==> config.mk <==
export PLATFORM = sky130hd
export DESIGN_NAME = store_commit_queue
export DESIGN_NICKNAME = d
export VERILOG_FILES = /design/src/rtl/scq_pkg.sv /design/src/rtl/scq_datapath.sv /design/src/rtl/scq_control.sv /design/src/rtl/store_commit_queue.sv
export SDC_FILE = /design/constraint.sdc
export NUM_CORES = 1
export LEC_CHECK = 0
export ABC_AREA = 1
export CAP_MARGIN = 20
export CORE_MARGIN = 2
export CORE_UTILIZATION = 40
export DETAILED_ROUTE_END_ITERATION = 16
export DONT_BUFFER_PORTS = 1
export PLACE_DENSITY_LB_ADDON = 0.15
export SYNTH_ARGS = -nofsm -noshare
export SYNTH_HDL_FRONTEND = slang
export SYNTH_SLANG_ARGS = --single-unit
==> constraint.sdc <==
create_clock -name clk -period 3.9 [get_ports clk]
set_input_delay 0.195 -clock clk [delete_from_list [all_inputs] [get_ports clk]]
set_output_delay 0.195 -clock clk [all_outputs]
set_load 0.1 [all_outputs]
==> src/rtl/scq_pkg.sv <==
package scq_pkg;

  // Strobes handed from the control to the datapath each cycle.
  typedef struct packed {
    logic wrEn;     // capture the retiring store into the tail entry
    logic issueEn;  // an address request leaves this cycle
    logic dataEn;   // a data transfer leaves this cycle
  } scqStrobeT;

endpackage

==> src/rtl/scq_datapath.sv <==
module scq_datapath
  import scq_pkg::*;
#(
  parameter int DEPTH  = 8,
  parameter int ADDR_W = 16,
  parameter int DATA_W = 16,
  localparam int IDX_W = $clog2(DEPTH)
) (
  input  logic              clk,
  input  scqStrobeT         strb,
  input  logic [IDX_W-1:0]  wrIdx,
  input  logic [ADDR_W-1:0] enqAddr,
  input  logic [DATA_W-1:0] enqData,
  input  logic [IDX_W-1:0]  reqIdx,
  input  logic [IDX_W-1:0]  dataIdx,
  output logic [ADDR_W-1:0] reqAddr,
  output logic [ADDR_W-1:0] dataAddr,
  output logic [DATA_W-1:0] dataValue
);

  logic [ADDR_W-1:0] addrMem [DEPTH];
  logic [DATA_W-1:0] dataMem [DEPTH];

  always_ff @(posedge clk) begin
    if (strb.wrEn) begin
      addrMem[wrIdx] <= enqAddr;
      dataMem[wrIdx] <= enqData;
    end
  end

  // Outputs are held at zero when their channel is idle.
  always_comb begin
    reqAddr   = strb.issueEn ? addrMem[reqIdx]  : '0;
    dataAddr  = strb.dataEn  ? addrMem[dataIdx] : '0;
    dataValue = strb.dataEn  ? dataMem[dataIdx] : '0;
  end

endmodule

==> src/rtl/scq_control.sv <==
module scq_control
  import scq_pkg::*;
#(
  parameter int DEPTH       = 8,
  parameter int ACK_TO_DATA = 2,
  localparam int IDX_W = $clog2(DEPTH),
  localparam int PTR_W = IDX_W + 1
) (
  input  logic             clk,
  input  logic             rstN,
  input  logic             enqValid,
  input  logic             rspValid,
  input  logic             rspNack,
  input  logic [IDX_W-1:0] rspTag,
  input  logic             retryValid,
  output logic             queueFull,
  output logic             reqValid,
  output logic [IDX_W-1:0] reqTag,
  output logic             dataValid,
  output logic [IDX_W-1:0] dataTag,
  output logic [IDX_W-1:0] wrIdx,
  output logic [IDX_W-1:0] headIdx,
  output logic             nackTaken,
  output scqStrobeT        strb
);

  // Pointers carry one wrap bit so that full and empty differ.
  logic [PTR_W-1:0] headPtr, issuePtr, tailPtr, rewindPtr;
  logic [IDX_W-1:0] rewindDist;
  logic [DEPTH-1:0] sentVec, sentNext;
  logic             stalled;
  logic             enqFire, rspHit, ackTaken, issueOk;

  logic             pipeVld [ACK_TO_DATA];
  logic [IDX_W-1:0] pipeTag [ACK_TO_DATA];

  assign queueFull = (tailPtr - headPtr) == PTR_W'(DEPTH);
  assign enqFire   = enqValid && !queueFull;

  // Only a response to an outstanding request counts.
  assign rspHit    = rspValid && sentVec[rspTag];
  assign ackTaken  = rspHit && !rspNack;
  assign nackTaken = rspHit && rspNack;

  assign issueOk   = (issuePtr != tailPtr) && !stalled && !nackTaken;
  assign reqValid  = issueOk;
  assign reqTag    = issuePtr[IDX_W-1:0];

  assign dataValid = pipeVld[ACK_TO_DATA-1];
  assign dataTag   = pipeTag[ACK_TO_DATA-1];

  assign wrIdx     = tailPtr[IDX_W-1:0];
  assign headIdx   = headPtr[IDX_W-1:0];

  // Distance from the head to the missing entry, turned back into a full pointer.
  assign rewindDist = rspTag - headPtr[IDX_W-1:0];
  assign rewindPtr  = headPtr + PTR_W'(rewindDist);

  always_comb begin
    strb.wrEn    = enqFire;
    strb.issueEn = issueOk;
    strb.dataEn  = dataValid;
  end

  always_comb begin
    sentNext = sentVec;
    if (nackTaken) begin
      sentNext = '0;  // miss and everything younger loses its request
    end else begin
      if (ackTaken) sentNext[rspTag] = 1'b0;
      if (issueOk)  sentNext[reqTag] = 1'b1;
    end
  end

  always_ff @(posedge clk or negedge rstN) begin
    if (!rstN) begin
      headPtr  <= '0;
      issuePtr <= '0;
      tailPtr  <= '0;
      sentVec  <= '0;
      stalled  <= 1'b0;
    end else begin
      sentVec <= sentNext;
      if (enqFire)   tailPtr <= tailPtr + 1'b1;
      if (dataValid) headPtr <= headPtr + 1'b1;
      if (nackTaken) begin
        issuePtr <= rewindPtr;
        stalled  <= 1'b1;
      end else begin
        if (issueOk)    issuePtr <= issuePtr + 1'b1;
        if (retryValid) stalled  <= 1'b0;
      end
    end
  end

  // Fixed acknowledge-to-data delay line, one stage per cycle.
  for (genvar s = 0; s < ACK_TO_DATA; s++) begin : g_stage
    if (s == 0) begin : g_first
      always_ff @(posedge clk or negedge rstN) begin
        if (!rstN) pipeVld[0] <= 1'b0;
        else       pipeVld[0] <= ackTaken;
      end
      always_ff @(posedge clk) pipeTag[0] <= rspTag;
    end else begin : g_next
      always_ff @(posedge clk or negedge rstN) begin
        if (!rstN) pipeVld[s] <= 1'b0;
        else       pipeVld[s] <= pipeVld[s-1];
      end
      always_ff @(posedge clk) pipeTag[s] <= pipeTag[s-1];
    end
  end

endmodule

==> src/rtl/store_commit_queue.sv <==
module store_commit_queue
  import scq_pkg::*;
#(
  parameter int DEPTH       = 8,
  parameter int ADDR_W      = 16,
  parameter int DATA_W      = 16,
  parameter int ACK_TO_DATA = 2,
  localparam int IDX_W = $clog2(DEPTH)
) (
  input  logic              clk,
  input  logic              rstN,
  input  logic              enqValid,
  input  logic [ADDR_W-1:0] enqAddr,
  input  logic [DATA_W-1:0] enqData,
  output logic              queueFull,
  output logic              reqValid,
  output logic [IDX_W-1:0]  reqTag,
  output logic [ADDR_W-1:0] reqAddr,
  input  logic              rspValid,
  input  logic              rspNack,
  input  logic [IDX_W-1:0]  rspTag,
  input  logic              retryValid,
  output logic              dataValid,
  output logic [IDX_W-1:0]  dataTag,
  output logic [ADDR_W-1:0] dataAddr,
  output logic [DATA_W-1:0] dataValue
);

  scqStrobeT        strb;
  logic [IDX_W-1:0] wrIdx;
  logic [IDX_W-1:0] headIdx;
  logic             nackTaken;

  scq_control #(.DEPTH(DEPTH), .ACK_TO_DATA(ACK_TO_DATA)) u_ctrl (
    .clk(clk), .rstN(rstN), .enqValid(enqValid),
    .rspValid(rspValid), .rspNack(rspNack), .rspTag(rspTag),
    .retryValid(retryValid), .queueFull(queueFull),
    .reqValid(reqValid), .reqTag(reqTag),
    .dataValid(dataValid), .dataTag(dataTag),
    .wrIdx(wrIdx), .headIdx(headIdx), .nackTaken(nackTaken), .strb(strb)
  );

  scq_datapath #(.DEPTH(DEPTH), .ADDR_W(ADDR_W), .DATA_W(DATA_W)) u_dp (
    .clk(clk), .strb(strb), .wrIdx(wrIdx),
    .enqAddr(enqAddr), .enqData(enqData),
    .reqIdx(reqTag), .dataIdx(dataTag),
    .reqAddr(reqAddr), .dataAddr(dataAddr), .dataValue(dataValue)
  );

endmodule

**Word-level counts from Yosys, hierarchy flattened**

Memories as Yosys holds them, arrays and structs flattened.
Cells that the tools add are included.

- Register bits after elaboration: 23
- Bits in writable memories: 262
- Input port bits: 41
- Output and inout bits: 57
- Logic and storage cells: 58
- Memories kept: 3

- Add/sub/neg operators: 6
- Magnitude comparators: 4
- Eq/ne operators: 2
- Mux-type cells: 19
- Bitwise gates (word level): 3
- Reductions and logical operators: 14

Memory list:

| memory | depth | bits a word | rd ports | clocked after memory_dff | wr ports | line | RTL |
|---|---|---|---|---|---|---|---|
| u_dp.addrMem | 8 | 16 | 2 | 0 | 1 | scq_datapath.sv:21 | `logic [ADDR_W-1:0] addrMem [DEPTH];` |
| u_dp.dataMem | 8 | 16 | 1 | 0 | 1 | scq_datapath.sv:22 | `logic [DATA_W-1:0] dataMem [DEPTH];` |
| u_ctrl.pipeTag | 2 | 3 | 2 | 0 | 2 | scq_control.sv:35 | `logic [IDX_W-1:0] pipeTag [ACK_TO_DATA];` |

Operator list:

| cell | number |
|---|---|
| two-way mux 16 bit | 3 |
| two-way mux 8 bit | 4 |
| adder 4 x 1 -> 4 bit (second input constant) | 3 |
| AND 8 bit | 1 |
| logical AND 1 bit | 8 |
| < comparator 3 x 4 -> 1 bit (second input constant) | 2 |
| two-way mux 4 bit | 2 |
| NOT 8 bit | 1 |
| OR 8 bit | 1 |
| two-way mux 1 bit | 7 |
| demux 1 bit (select 3 bit) | 2 |
| >= comparator 3 x 1 -> 1 bit (second input constant) | 2 |
| adder 4 x 3 -> 4 bit | 1 |
| equality test 4 bit (second input constant) | 1 |
| zero test 1 bit | 4 |
| inequality test 4 bit | 1 |
| nonzero test 2 bit | 2 |
| subtractor 4 bit | 1 |
| binary-select mux 1 bit (select 3 bit) | 1 |
| subtractor 3 bit | 1 |

**Logic depth before layout (Yosys ltp)**

Gate-level depths: netlist (run 1).

- Word-level depth: 11
- Mapped depth: 13
- Depth with buffers taken out: 12

**Modules after synthesis**

Synthesis (run 1) repeated with hierarchy kept, for this count alone.

- Cell total of the unflattened synthesis: 1650
- Area total of the unflattened synthesis: 14388.8 um^2

By module, submodules not included:

| module | times used | cells each | area an instance (um^2) | seq. area each (um^2) |
|---|---|---|---|---|
| scq_datapath | 1 | 1425 | 12436.9 | 7687.4 |
| scq_control | 1 | 225 | 1951.9 | 695.7 |

**Least setup slack after synthesis (run 1)**

Ideal clock, no wire load.

- Kind: reg2reg
- Start point: reg u_ctrl.headPtr[1]
- End point: mem u_dp.addrMem[3][0] (enable)
- Setup time: 0.461 ns
- Arrival: 3.706 ns
- Slack: -0.267 ns
- Stages on the path, launching flop included: 11
- Buffers on the path: 0
- Period minus slack after synthesis: 4.167 ns
- Path through: dfrtp_1 inv_1 ha_1 nand2_1 nand2_1 a21o_1 nand2_1 nand2_1 nand2_1 nand2_1 nor3_1

- Cells in the longest elaborated chain, start to end: 6

Ends and longest elaborated chain:

| element | line | RTL |
|---|---|---|
| start, declared | scq_control.sv:28 | `logic [PTR_W-1:0] headPtr, issuePtr, tailPtr, rewindPtr;` |
| start signal, assigned | scq_control.sv:85 | `if (dataValid) headPtr <= headPtr + 1'b1;` |
| subtractor 4 bit | scq_control.sv:37 | `assign queueFull = (tailPtr - headPtr) == PTR_W'(DEPTH);` |
| equality test 4 bit | scq_control.sv:37 |  |
| zero test 1 bit | scq_control.sv:38 | `assign enqFire = enqValid && !queueFull;` |
| logical AND 1 bit | scq_control.sv:38 |  |
| two-way mux 1 bit | scq_datapath.sv:25 | `if (strb.wrEn) begin` |
| two-way mux 1 bit (not written as such) | scq_datapath.sv:26 | `addrMem[wrIdx] <= enqAddr;` |
| end, declared | scq_datapath.sv:21 |  |

Every way passes these cells.

==> run metrics, run 1 <==
status=complete, no violations; antenna violations before repair=2; WHS Path Cells=3; clk sinks=285; area leader, netlist=edfxtp_1; Total GRT Usage=20.82%; drt first pass iters=5; Die Ht=181.8 um; flip-flop and latch count after synthesis=285; Reg2Reg Depth=11; CTS root buffer=clkbuf_16; first-pass GRT wire length=approximately 53,000 um; Starting Density=40.40%; RSZ-0062 raised after global routing=false; Mapped Cells=about 1,100; DR iter-0 viols=~700; CP max FO=50; Hold Startpoint=enqValid; upper clock frequency limit=0.3035 GHz; Port Buf Inserts=0; Post-synth EDFFs=256; pwr/cell area=775.4 nW/um^2; register area share after synthesis=66.26%; vias in the first global route=between 8,000 and 9,000; setup violators final=0; Post-Syn Area=12,650 sq um; Hold Violations, Final=0; Top FF cell, synth=edfxtp_1; Overflow after GRT=0; Setup CP Type=flop to output port; Synth area leaders=edfxtp_1 61%, o21ai_0 6.6%, nor2_1 6.5%; fraction of final layout cells sized beyond drive strength 1=16.76%; Netlist cell types=41; area growth from synthesis to layout=18.85%; Worst Setup End Kind=output port; Routed Antenna Nets=0; post-DR wirelength/cell=20.97 um; total wire length=34,120 um; Syn Nets=about 1,200; crit path DAT=3100 ps; Reg2Reg Setup Slack=between 900 and 1000 ps; worst hold path class=input port to flop; Rel. slew slack=35.97%; Final period util=between 80% and 90%; fin crit period=3295 ps; Setup WS post-layout=about 600 ps; top cells by count, synth=256 x edfxtp_1, 218 x nor2_1, 166 x o21ai_0; Skew-Pair Late Insertion Delay=570 ps; post-CTS setup buffers=0; area fraction of the dominant cell type after synthesis=60.77%; core box area=31,310 sq um; Worst VDD drop=0.0006828 V; clock slew at reported path FFs=about 60 ps; YS warnings=0; leakage=5.283 nW; Crit Reg-Reg Endpoint=u_dp.dataMem[2][1]; CTS tree=built; RD Place Congestion=~0.82; DIE WIDTH=181.8 um; DR vias/cell=5.527; WHS Endpoint=u_ctrl.tailPtr[0]; Critical Path Start Type=flop; largest net degree at the start of global routing=137; drt drc=0; Critical Path RT=3700 ps; Rows=65; H-tree depth=1; Die ar.=approximately 33,000 sq um; count leader, synth=edfxtp_1; Fin Hold WS=27.51 ps; nets=1,251; detailed-placement wirelength estimate=approximately 19,000 um; Async SR Flop Fraction=8.070%; max_cap viols=0; Max Slew Vio Count=0; CTS max path bufs=3; syn_area_per_cell=11.23 sq um; Slew @ Worst Pin=960.5 ps; Critical R2R Launch=u_ctrl.headPtr[1]; final worst clock skew=roughly 11 ps; TritonCTS Buffers=31; worst slack, placed=924.9 ps; # IOs=98; DR vias=between 8,000 and 9,000
## state kept, by name (all words and copies together), names as in the netlist
register and flops:
u_ctrl.stalled 1, u_ctrl.pipeVld 1, u_ctrl.pipeTag 6, u_ctrl.sentVec 8
u_ctrl.tailPtr 4, u_ctrl.dataValid 1, u_dp.addrMem 128, u_ctrl.issuePtr 4
u_dp.dataMem 128, u_ctrl.headPtr 4
## how the worst max path moves through the flow
stage | to | startpoint | slack, ps
after floorplan | u_dp.addrMem[3][0] | u_ctrl.headPtr[1] | -270
after global placement | u_dp.dataMem[2][4] | u_ctrl.headPtr[1] | 960
after detailed placement | u_dp.dataMem[2][4] | u_ctrl.headPtr[1] | 920
after CTS | reqAddr[0] | u_ctrl.issuePtr[0] | 530
after global routing | reqAddr[0] | u_ctrl.issuePtr[0] | 380
final | dataValue[9] | u_ctrl.pipeTag[0][4] | 600
## worst max-delay path, cell delays in order (launching register included)
cell and delay (ps):
dfxtp_4 550, buf_4 770, o21ai_0 250, o22ai_1 240, o21ai_0 140, a31oi_2 230
buf_4 320
## cells by family after synthesis
logic type,synth area share (%)
compound gates,13.63
xor+xnor,1.177
fa+ha+maj,1.207
buf+inv,4.866
flops,66.26
simple gates,12.86
## per-layer routing
metal / vias up / share of wire [%] / GRT usage (%)
li1: 4217 / - / -
met5: - / 0 / 0
met3: 66 / 5.3 / 3.189
met1: 4406 / 44 / 28.54
met2: 304 / 47 / 34.08
met4: 0 / 3.1 / 6.862
## layout make-up
| cell class | instances | area [sq um] |
|---|---|---|
| sequential | 285 | 8393 |
| inverter | 55 | 212.7 |
| timing repair buffer | 114 | 1023 |
| clock buffer | 44 | 834.6 |
| antenna | 2 | 5.005 |
| multi-input combinational | 712 | 3945 |
| fill | 2788 | 16280 |
| tap | 402 | 503.0 |
| clock inverter | 13 | 118.9 |
## cells in the final DEF, fill, tap and decap left out, drive strengths merged
cell / synthesis / routed
edfxtp: 256 / 256
nor2: 227 / 227
o21ai: 173 / 173
nand2: 72 / 72
buf: 47 / 72
inv: 55 / 55
o22ai: 51 / 51
nand3: 45 / 45
clkbuf: 28 / 44
dlygate4sd3: 0 / 42
a21oi: 41 / 41
a31oi: 31 / 31
dfrtp: 23 / 23
clkinv: 0 / 11
xor2: 10 / 10
nand4: 9 / 9
ha: 9 / 9
nor3: 9 / 9
or2: 8 / 8
xnor2: 7 / 7
o211ai: 7 / 7
dfxtp: 6 / 6
o2111ai: 5 / 5
diode: 0 / 2
nand3b: 2 / 2
o221ai: 2 / 2
fa: 2 / 2
bufinv: 0 / 2
a211oi: 1 / 1
a21o: 1 / 1
## power breakdown
group / total, mW / internal, mW / leakage (nW) / switching, mW
Combinational: 4.73 / 1.08 / 2.16 / 3.65
Sequential: 4.17 / 3.89 / 2.66 / 0.279
Clock: 2.76 / 1.61 / 0.459 / 1.15
## metrics by stage
| stage | TNS [ps] | power (mW) | utilization, % | instance area, sq um | cells |
|---|---|---|---|---|---|
| CTS | 0 | 11.78 | 48.00 | 15030 | 1625 |
| global route | 0 | 12.24 | 48.02 | 15040 | 1627 |
| finish | 0 | 11.66 | 48.02 | 15040 | 1627 |
| detailed placement | 0 | 8.905 | 43.55 | 13640 | 1525 |
| floorplan | -25630 | 7.674 | - | 12650 | 1127 |
| global placement | 0 | 8.894 | 43.55 | 13640 | 1525 |
## repair_timing
action                     4_1_cts  5_1_grt
hold endpoints to repair       299        0
hold buffers                    43        0
setup endpoints to repair        0        0
resized for setup                0        0
No activity file was read; power rests on OpenSTA's default activity.
==> run 2: changes to the inputs <==
ABC_AREA = 0   (was 1)
clock period = 2.95 ns   (was 3.9 ns; I/O delays follow)
==> run 2 against run 1 <==
  * Via count shrank 25%
  * Global-route usage fell by 3.2 points
  * Sequential cell count is the same
  * Utilization up 2.2 points
  * Clock power is 33% higher
  * Register-to-register slack lost 730 ps
  * Largest power group unchanged
==> run metrics, run 2 <==
Setup CP Type=input port to output port; H-tree depth=1; Max Slew Vio Count=0; Setup TNS=0 ps; drt first pass iters=5; area leader, netlist=edfxtp_1; max_cap viols=0; Post-Syn Area=12,530 sq um; Critical Path RT=2800 ps; clk sinks=285; Starting Density=40.76%; CP max FO=17; Fin Hold WS=38.52 ps; # IOs=98; Skew-Pair Late Insertion Delay=560 ps; vias in the first global route=7,300; Synth area leaders=edfxtp_1 61%, mux4_2 14%, dfrtp_1 4.6%; upper clock frequency limit=around 0.36 GHz; Rows=64; most frequent cells in the layout=256 x edfxtp_1, 80 x mux4_2, 61 x buf_4, 51 x mux2i_1, 42 x dlygate4sd3_1; fraction of final layout cells sized beyond drive strength 1=36.13%; Total GRT Usage=17.60%; Rel. slew slack=roughly 33%; DIE WIDTH=between 150 and 200 um; Port Buf Inserts=0; CTS root buffer=clkbuf_16; Critical Path Start Type=input port; Top FF cell, synth=edfxtp_1; Worst VDD drop=approximately 0.00050 V; RD Place Congestion=approximately 0.79; detailed-placement wirelength estimate=between 15,000 and 20,000 um; Final Cell Area=15,440 sq um; CTS max path bufs=3; Die Ht=between 150 and 200 um; DP Area=about 14,000 sq um; Hold Violations, Final=0; count leader, synth=edfxtp_1; Slew @ Worst Pin=1001 ps; syn_area_per_cell=18.25 sq um; Tot Pwr=approximately 17 mW; crit path DAT=2640 ps; Netlist cell types=about 50; register area share after synthesis=66.88%; top cells by count, synth=256 x edfxtp_1, 80 x mux4_2, 51 x mux2i_1; most common cell after layout, fill and taps aside=edfxtp_1; DR vias/cell=~5.5; Mapped Cells=687; final worst clock skew=8.594 ps; CTS tree=built; Overflow after GRT=0; flip-flop and latch count after synthesis=285; leakage=approximately 5.3 nW; drt drc=0; setup violators final=0; post-DR wirelength/cell=around 24 um; DR iter-0 viols=482; core box area=approximately 31,000 sq um; worst hold path class=input port to asynchronous set/reset pin; Resized Gates After CTS=0; total wire length=28,890 um; Syn Nets=roughly 740; antenna violations before repair=1; clock slew at reported path FFs=60 ps; Die ar.=32,770 sq um; first-pass GRT wire length=44,020 um; area fraction of the dominant cell type after synthesis=~61%; # fillers=roughly 2,500; Async SR Flop Fraction=8.070%; Final period util=94.59%; nets=851; Routed Antenna Nets=0; pwr/cell area=about 1100 nW/um^2; fin crit period=2790 ps; TritonCTS Buffers=29; YS warnings=0; area growth from synthesis to layout=23.15%; DR vias=~6,800; Post-synth EDFFs=256; Worst Setup End Kind=output port; largest net degree at the start of global routing=39; status=complete, no violations; RSZ-0062 raised after global routing=false; Top Registers=u_dp.addrMem: 128 flops, u_dp.dataMem: 128 flops, u_ctrl.sentVec: 8 flops
[run 2: power breakdown]
group / switching [mW] / leakage [nW] / internal [mW]
clock: 1.50 / 0.457 / 2.16
sequential: 0.494 / 2.65 / 5.17
combinational: 4.54 / 2.15 / 2.68
total: 6.53 / 5.26 / 10.0
[run 2: worst max-delay path, cell delays in order]
cell           delay, ps
dlygate4sd3_1        690
inv_2                130
o32ai_2              410
nor2_4               100
o21ai_4              780
nor2_2               140
buf_12               220
[run 2: timing repair]
item                                   CTS  global route
setup endpoints to repair                0            23
hold buffers                            43             0
endpoints found under the hold margin  294             0
setup buffers                            0             1
[run 2: kinds of logic after synthesis]
kind of cell               after synthesis  share of synthesized area (%)
DFF                                    285                          66.88
adders and majority gates               11                          1.218
AOI/OAI and AO/OA                       68                          4.103
xor gates and xnor gates                20                          1.398
and+or+nand+nor                        100                          4.482
muxes                                  142                          19.46
buffers and inverters                   61                          2.456
[run 2: path summary, 6_finish.rpt]
path,from,end,slack (ps),depth (start not counted)
max,rspTag[0],reqAddr[6],160,7
min,rstN,u_ctrl.issuePtr[0],40,2
max reg2reg,u_ctrl.headPtr[1],u_dp.dataMem[3][1],200,8
min reg2reg,u_ctrl.pipeTag[0][2],u_ctrl.pipeTag[0][5],320,0
max in group asynchronous,rstN,u_ctrl.issuePtr[1],2750,2
min in group clk,rspValid,u_ctrl.sentVec[6],60,3
[run 2: final cells by class]
class | count | area, sq um | share of cell area (%)
Antenna cell | 1 | 2.502 | 0.01621
Clock buffer | 38 | 759.5 | 4.920
Clock inverter | 16 | 188.9 | 1.224
Inverter | 10 | 37.54 | 0.2432
Multi-Input combinational cell | 341 | 4081 | 26.44
Sequential cell | 285 | 8404 | 54.45
Tap cell | 396 | 495.5 | 3.210
Timing Repair Buffer | 132 | 1466 | 9.500
[run 2: per-stage QoR]
stage          cells  util (%)  setup WS, ps
6_report        1219     50.20         159.7
5_1_grt         1219     50.20         12.64
4_1_cts         1217     50.10         44.92
3_5_place_dp    1120     45.59         156.0
3_3_place_gp    1120     45.59         208.4
2_1_floorplan    687         -         44.58
[run 2: layer usage]
metal	GRT usage, %	share of wire, %	routed length (um)
met5	0	0	0
met4	5.073	2.4	693
met2	30.43	50	14500
met3	2.540	4.3	1232
met1	23.30	43	12470
